**src/rtl/offset_search_pkg.sv**
```systemverilog
`timescale 1ns/1ps
package offset_search_pkg;
  typedef enum logic [1:0] {
    PH_OFF    = 2'd0,
    PH_WAIT   = 2'd1,
    PH_PRESET = 2'd2,
    PH_SEARCH = 2'd3
  } phase_e;
endpackage

```
**src/rtl/offset_tick_div.sv**
```systemverilog
`timescale 1ns/1ps
module offset_tick_div #(
  parameter int BASE_LOG2 = 7,
  parameter int SEL_W     = 2
) (
  input  logic             clk,
  input  logic             rst,
  input  logic             load_i,
  input  logic             run_i,
  input  logic [SEL_W-1:0] sel_i,
  input  logic             ext_sel_i,
  input  logic             int_tick_i,
  input  logic             ext_tick_i,
  output logic             cyc_end_o
);
  localparam int SHIFT_MAX = (1 << SEL_W) - 1;
  localparam int CNT_W     = BASE_LOG2 + SHIFT_MAX;

  logic [CNT_W-1:0] cnt_q;
  logic [CNT_W-1:0] lim_m1_q;
  logic [CNT_W:0]   lim_w;
  logic             ext_q;
  logic             tick;

  always_comb begin
    lim_w     = {{CNT_W{1'b0}}, 1'b1} << (BASE_LOG2 + SHIFT_MAX - int'(sel_i));
    tick      = ext_q ? ext_tick_i : int_tick_i;
    cyc_end_o = run_i && tick && (cnt_q == lim_m1_q);
  end

  always_ff @(posedge clk) begin
    if (rst) begin
      cnt_q    <= '0;
      lim_m1_q <= '1;
      ext_q    <= 1'b0;
    end else begin
      if (load_i) begin
        lim_m1_q <= lim_w[CNT_W-1:0] - CNT_W'(1);
        ext_q    <= ext_sel_i;
      end
      if (!run_i)          cnt_q <= '0;
      else if (cyc_end_o)  cnt_q <= '0;
      else if (tick)       cnt_q <= cnt_q + CNT_W'(1);
    end
  end
endmodule

```
**src/rtl/offset_seq.sv**
```systemverilog
`timescale 1ns/1ps
module offset_seq
  import offset_search_pkg::*;
#(
  parameter int CODE_W     = 8,
  parameter int PRESET_CYC = 4
) (
  input  logic              clk,
  input  logic              rst,
  input  logic              start_i,
  input  logic              cyc_end_i,
  output logic              busy_o,
  output logic              done_o,
  output logic              accept_o,
  output logic              preset_o,
  output logic              apply_o,
  output logic              finish_o,
  output logic [CODE_W-1:0] step_o
);
  localparam int SRCH_CYC = CODE_W;
  localparam int CNT_W    = $clog2(PRESET_CYC + SRCH_CYC);
  localparam logic [CNT_W-1:0] PRE_LAST  = CNT_W'(PRESET_CYC - 1);
  localparam logic [CNT_W-1:0] SRCH_LAST = CNT_W'(SRCH_CYC - 1);
  localparam logic [CNT_W-1:0] SH_TOP    = CNT_W'(CODE_W - 2);

  phase_e           phase_q;
  logic [CNT_W-1:0] cnt_q;
  logic [CNT_W-1:0] sh;
  logic             busy_q, done_q;

  always_comb begin
    accept_o = (phase_q == PH_OFF) && start_i;
    preset_o = (phase_q == PH_WAIT) && cyc_end_i;
    apply_o  = (phase_q == PH_SEARCH) && cyc_end_i && (cnt_q != SRCH_LAST);
    finish_o = (phase_q == PH_SEARCH) && cyc_end_i && (cnt_q == SRCH_LAST);
    sh       = SH_TOP - cnt_q;
    step_o   = CODE_W'(1) << sh;
  end

  always_ff @(posedge clk) begin
    if (rst) begin
      phase_q <= PH_OFF;
      cnt_q   <= '0;
      busy_q  <= 1'b0;
      done_q  <= 1'b0;
    end else begin
      done_q <= finish_o;
      case (phase_q)
        PH_OFF: if (start_i) begin
          phase_q <= PH_WAIT;
          busy_q  <= 1'b1;
          cnt_q   <= '0;
        end
        PH_WAIT: if (cyc_end_i) begin
          phase_q <= PH_PRESET;
          cnt_q   <= '0;
        end
        PH_PRESET: if (cyc_end_i) begin
          if (cnt_q == PRE_LAST) begin
            phase_q <= PH_SEARCH;
            cnt_q   <= '0;
          end else begin
            cnt_q <= cnt_q + CNT_W'(1);
          end
        end
        PH_SEARCH: if (cyc_end_i) begin
          if (cnt_q == SRCH_LAST) begin
            phase_q <= PH_OFF;
            busy_q  <= 1'b0;
          end else begin
            cnt_q <= cnt_q + CNT_W'(1);
          end
        end
        default: phase_q <= PH_OFF;
      endcase
    end
  end

  assign busy_o = busy_q;
  assign done_o = done_q;
endmodule

```
**src/rtl/offset_chan.sv**
```systemverilog
`timescale 1ns/1ps
module offset_chan #(
  parameter int CODE_W = 8
) (
  input  logic              clk,
  input  logic              rst,
  input  logic              clr_i,
  input  logic              preset_i,
  input  logic              apply_i,
  input  logic              finish_i,
  input  logic [CODE_W-1:0] step_i,
  input  logic              sign_i,
  output logic [CODE_W-1:0] code_o,
  output logic              rail_o
);
  localparam logic [CODE_W-1:0] MID = CODE_W'(1) << (CODE_W - 1);
  localparam logic [CODE_W-1:0] TOP = '1;
  localparam logic [CODE_W-1:0] BOT = CODE_W'(1);

  always_ff @(posedge clk) begin
    if (rst) begin
      code_o <= MID;
      rail_o <= 1'b0;
    end else begin
      if (preset_i)      code_o <= MID;
      else if (apply_i)  code_o <= sign_i ? code_o + step_i : code_o - step_i;
      if (clr_i)         rail_o <= 1'b0;
      else if (finish_i) rail_o <= (code_o == TOP) || (code_o == BOT);
    end
  end
endmodule

```
**src/rtl/offset_search_ctrl.sv**
```systemverilog
`timescale 1ns/1ps
module offset_search_ctrl #(
  parameter int CODE_W     = 8,
  parameter int PRESET_CYC = 4,
  parameter int BASE_LOG2  = 7,
  parameter int SEL_W      = 2
) (
  input  logic              clk,
  input  logic              rst,
  input  logic              cal_start_i,
  input  logic              ext_sel_i,
  input  logic              int_tick_i,
  input  logic              ext_tick_i,
  input  logic [SEL_W-1:0]  div_sel_i,
  input  logic              sign_i_i,
  input  logic              sign_q_i,
  output logic [CODE_W-1:0] code_i_o,
  output logic [CODE_W-1:0] code_q_o,
  output logic              busy_o,
  output logic              done_o,
  output logic              rail_i_o,
  output logic              rail_q_o
);
  localparam int NCH = 2;

  logic              cyc_end, accept, preset, apply, finish;
  logic [CODE_W-1:0] step;
  logic [NCH-1:0]    sign_v, rail_v;
  logic [CODE_W-1:0] code_v [NCH];

  offset_tick_div #(.BASE_LOG2(BASE_LOG2), .SEL_W(SEL_W)) div_u (
    .clk(clk), .rst(rst), .load_i(accept), .run_i(busy_o),
    .sel_i(div_sel_i), .ext_sel_i(ext_sel_i),
    .int_tick_i(int_tick_i), .ext_tick_i(ext_tick_i),
    .cyc_end_o(cyc_end)
  );

  offset_seq #(.CODE_W(CODE_W), .PRESET_CYC(PRESET_CYC)) seq_u (
    .clk(clk), .rst(rst), .start_i(cal_start_i), .cyc_end_i(cyc_end),
    .busy_o(busy_o), .done_o(done_o), .accept_o(accept),
    .preset_o(preset), .apply_o(apply), .finish_o(finish), .step_o(step)
  );

  assign sign_v = {sign_q_i, sign_i_i};

  for (genvar g = 0; g < NCH; g++) begin : g_ch
    offset_chan #(.CODE_W(CODE_W)) ch_u (
      .clk(clk), .rst(rst), .clr_i(accept), .preset_i(preset),
      .apply_i(apply), .finish_i(finish), .step_i(step),
      .sign_i(sign_v[g]), .code_o(code_v[g]), .rail_o(rail_v[g])
    );
  end

  assign code_i_o = code_v[0];
  assign code_q_o = code_v[1];
  assign rail_i_o = rail_v[0];
  assign rail_q_o = rail_v[1];
endmodule

```
**config.mk**
```make
export PLATFORM = sky130hd
export DESIGN_NAME = offset_search_ctrl
export DESIGN_NICKNAME = d
export VERILOG_FILES = /design/src/rtl/offset_search_pkg.sv /design/src/rtl/offset_tick_div.sv /design/src/rtl/offset_seq.sv /design/src/rtl/offset_chan.sv /design/src/rtl/offset_search_ctrl.sv
export SDC_FILE = /design/constraint.sdc
export NUM_CORES = 1
export LEC_CHECK = 0
export BUFFER_PORTS_ARGS = -buffer_cell sky130_fd_sc_hd__buf_2
export CORE_AREA = 2 2 80 82
export CTS_CLUSTER_SIZE = 8
export DETAILED_ROUTE_END_ITERATION = 10
export DIE_AREA = 0 0 82 84
export GPL_ROUTABILITY_DRIVEN = 0
export HOLD_SLACK_MARGIN = 0.05
export PLACE_DENSITY = 0.82
export SETUP_SLACK_MARGIN = 0.15
export SYNTH_ARGS = -nofsm -noshare
export SYNTH_HDL_FRONTEND = slang
export SYNTH_SLANG_ARGS = --single-unit
```
**constraint.sdc**
```tcl
create_clock -name clk -period 8.54 [get_ports clk]
set_input_delay 0 -clock clk [delete_from_list [all_inputs] [get_ports clk]]
set_output_delay 0 -clock clk [all_outputs]
set_load 0.005 [all_outputs]
```
==> metrics.md <==
| Metric | Value |
|---|---|
| Sequential area share after synthesis | `28.3%` |
| Fin crit share | `42.4%` |
| Setup Buffers After CTS | `0` |
| Primary FF master, synth | `dfxtp_1` |
| Crit end category | `flop` |
| First-pass GRT wire length | `11000 um` |
| Critical Path AT | `3.86 ns` |
| Dpl hpwl | `4900 um` |
| Yosys Warn Count | `0` |
| # nets final | `444` |
| Row cnt | `29` |
| GRT Util Overall | `19.8%` |
| Die Width | `82 um` |
| Worst VDD drop | `0.0000935 V` |
| Switching share of power | `32.4%` |
| Initial antenna violation count | `0` |
| Number of routed nets with antenna violations | `0` |
| Netlist cell types | `58` |
| CTS H-tree depth | `2` |
| Maximum clock rate | `276 MHz` |
| Die height | `84 um` |
| Worst-skew pair later-pin latency | `0.30 ns` |
| Internal power | `0.376 mW` |
| Final WL | `6490 um` |
| Clock Tree Buf Depth | `2` |
| Clk pwr share | `30.7%` |
| Hold Fails Final Rpt | `0` |
| Most frequent cells in the layout | `nor2_1, dfxtp_1, nand2_1, buf_2, ha_1` |
| Residual DRC | `0` |
| Iter 0 DRT Violations | `138` |
| CP Data Required Time | `8.78 ns` |
| Drt pass-1 iters | `4` |
| Crit path cell chain | `nand3_1 > xnor2_2 > nor2_1 > and2_1 > inv_1 > ha_1 > mux2_2 > ha_1 > a21o_1 > a41oi_1 > nand3_1 > a21o_1 > and4_1 > o21ai_0` |
| Final WS setup | `4.92 ns` |
| DP Worst Slack | `4.98 ns` |
| Antenna cells | `0` |
| Synth Cell Area | `3190 um2` |
| Synth Net Count | `420` |
| P per Cell Area | `159 nW/um2` |
| CTS Buf Count | `5` |
| Via/cell ratio | `5.60` |
| Clock skew | `0.00827 ns` |
| Reg power frac | `41.8%` |
| Worst Path Max Fanout | `12` |
| Worst Setup Start Kind | `flop` |
| Fin crit period | `3.62 ns` |
| Io pins | `30` |
| Setup TNS | `0 ns` |
| Root Driver | `clkbuf_8` |
| Flops & latches, synth | `45` |
| Comb pwr share | `27.4%` |
| Layout Area Growth over Synthesis | `9.69%` |
| Largest net degree at the start of global routing | `25` |
| CTS sink cnt | `45` |
| CTS tree | `yes` |
| # setup viols final | `0` |
| Vias | `2712` |
| Die area | `6890 um2` |
| Number of synthesized flops with an enable pin | `0` |
| Filler cell count in the final layout | `538` |
| Max stage delay on crit path | `0.57 ns` |
| Proportion of layout cells with a drive suffix above 1 | `13.3%` |
| Switching power of the nets | `0.180 mW` |
| Tightest Hold Check Type | `in2reg` |
| Syn Inst Count | `382` |
| Core Region | `6100 um2` |
| Slowest cell on crit path | `dfxtp_1` |
| Final Max Tran Viols | `0` |
| WS Path Type | `reg2reg` |
| Total gr overflow | `0` |
| Commonest non-fill, non-tap cell in the layout | `nor2_1` |
| Relative slew slack | `34.7%` |
| Leakage | `1.48 nW` |
| Clk pin slew, worst setup/hold paths | `0.10 ns` |
| Unrepaired setup endpoints after global routing | `false` |
| Maxcap violations | `0` |
| Least-Margin Pin Slew | `0.980 ns` |
| Initial Util | `52.3%` |
| Number of global-route vias before repair | `2457` |
| Routed len/inst | `13.4 um` |
| Async set-reset flop share out of synthesis | `0%` |
| Avg Inst Size Synth | `8.35 um2` |
| Port bufs | `29` |
| Outcome | `finished clean` |
==> power by group through the flow <==
stage	combinational, mW	clock (mW)	sequential (mW)
5_1_grt	0.172	0.183	0.234
2_1_floorplan	0.122	0	0.235
3_5_place_dp	0.149	0	0.238
6_report	0.152	0.171	0.232
3_3_place_gp	0.145	0	0.237
4_1_cts	0.152	0.175	0.233
==> flip-flops by register name (all words and copies together) (netlist names) <==
signal,cells
div_u.lim_m1_q,8
g_ch.ch_u.code_o,16
div_u.cnt_q,10
seq_u.done_o,1
seq_u.busy_o,1
g_ch.ch_u.rail_o,2
seq_u.phase_q,2
div_u.ext_q,1
seq_u.cnt_q,4
==> cell families (layout without fill, tap and decap cells) <==
kind of cell,count (synthesis),in the layout,synth area share [%]
fa+ha+maj,28,28,11.5
xor+xnor,31,31,8.99
buf+inv,34,59,4.98
compound gates,67,67,14.5
mux,21,21,6.75
simple gates,156,156,25.1
flops,45,45,28.3
==> routing by layer <==
| metal | wire length, um | share of wire [%] | vias up | global-route usage [%] |
|---|---|---|---|---|
| li1 | - | - | 1379 | - |
| met5 | 0 | 0 | - | 0 |
| met3 | 210 | 3.2 | 8 | 3.35 |
| met4 | 82 | 1.3 | 0 | 5.61 |
| met2 | 3180 | 49 | 46 | 33.5 |
| met1 | 3020 | 47 | 1279 | 25.6 |
==> synthesized netlist by cell type (4+ instances only) <==
| master | number | share of area, % |
|---|---|---|
| o21ai_0 | 16 | 2.5 |
| nand4_1 | 4 | 0.78 |
| nor2b_1 | 4 | 0.78 |
| dfxtp_1 | 45 | 28 |
| ha_1 | 26 | 10 |
| inv_1 | 18 | 2.1 |
| xor2_1 | 8 | 2.2 |
| nand2b_1 | 11 | 2.2 |
| mux2i_1 | 17 | 5.3 |
| a21oi_1 | 13 | 2.0 |
| clkbuf_1 | 10 | 1.2 |
| nand2_1 | 29 | 3.4 |
| and3_1 | 6 | 1.2 |
| nand3_1 | 11 | 1.7 |
| a21o_1 | 6 | 1.4 |
| nor2_1 | 48 | 5.7 |
| nand3b_1 | 5 | 1.2 |
| xnor2_1 | 21 | 5.8 |
| mux2_2 | 4 | 1.4 |
| nor3_1 | 12 | 1.9 |
| or3_1 | 6 | 1.2 |
==> timing repair <==
action,4_1_cts,5_1_grt
endpoints found under the hold margin,3,0
resized for setup,0,0
hold buffers,4,0
==> final cells by class <==
class,instances,area (um2),share of cell area (%)
repair buffers,33,185,5.30
clock buffers,5,68.8,1.97
clock inverters,3,50.0,1.43
inverters,18,67.6,1.93
flip-flops and latches,45,901,25.8
well taps,77,96.3,2.75
multi-input cells,303,2130,60.9
==> path summary, 6_finish.rpt <==
check	from	to	cells after the start	slack [ns]
worst max-delay path	seq_u.cnt_q[2]$_SDFFE_PP0P_	g_ch[1].ch_u.code_o[7]$_SDFFE_PP1P_	14	4.92
worst min-delay path	rst	seq_u.busy_o$_SDFFE_PP0P_	2	0.1
worst max register to register	seq_u.cnt_q[2]$_SDFFE_PP0P_	g_ch[1].ch_u.code_o[7]$_SDFFE_PP1P_	14	4.92
worst min register to register	div_u.ext_q$_SDFFE_PP0P_	div_u.ext_q$_SDFFE_PP0P_	2	0.47
==> metrics by stage <==
stage | power [mW] | hold slack (ns) | instance area [um2] | utilization, % | std cells
after floorplan | 0.357 | 0.136 | 3190 | - | 382
after global placement | 0.382 | 0.241 | 3340 | 54.8 | 472
after detailed placement | 0.387 | 0.255 | 3340 | 54.8 | 472
after CTS | 0.560 | 0.0834 | 3500 | 57.4 | 484
after global routing | 0.589 | 0.131 | 3500 | 57.4 | 484
final | 0.556 | 0.0956 | 3500 | 57.4 | 484
==> critical path, delay by kind of cell (launching register included) <==
kind                       cells  cell delay (ns)
muxes                          1             0.29
buffers and inverters          1             0.06
xor gates and xnor gates       1             0.50
and+or+nand+nor                5             0.87
DFF                            1             0.57
adders and majority gates      2             0.51
AOI/OAI and AO/OA              4             0.77
(Power assumes the default switching activity.)
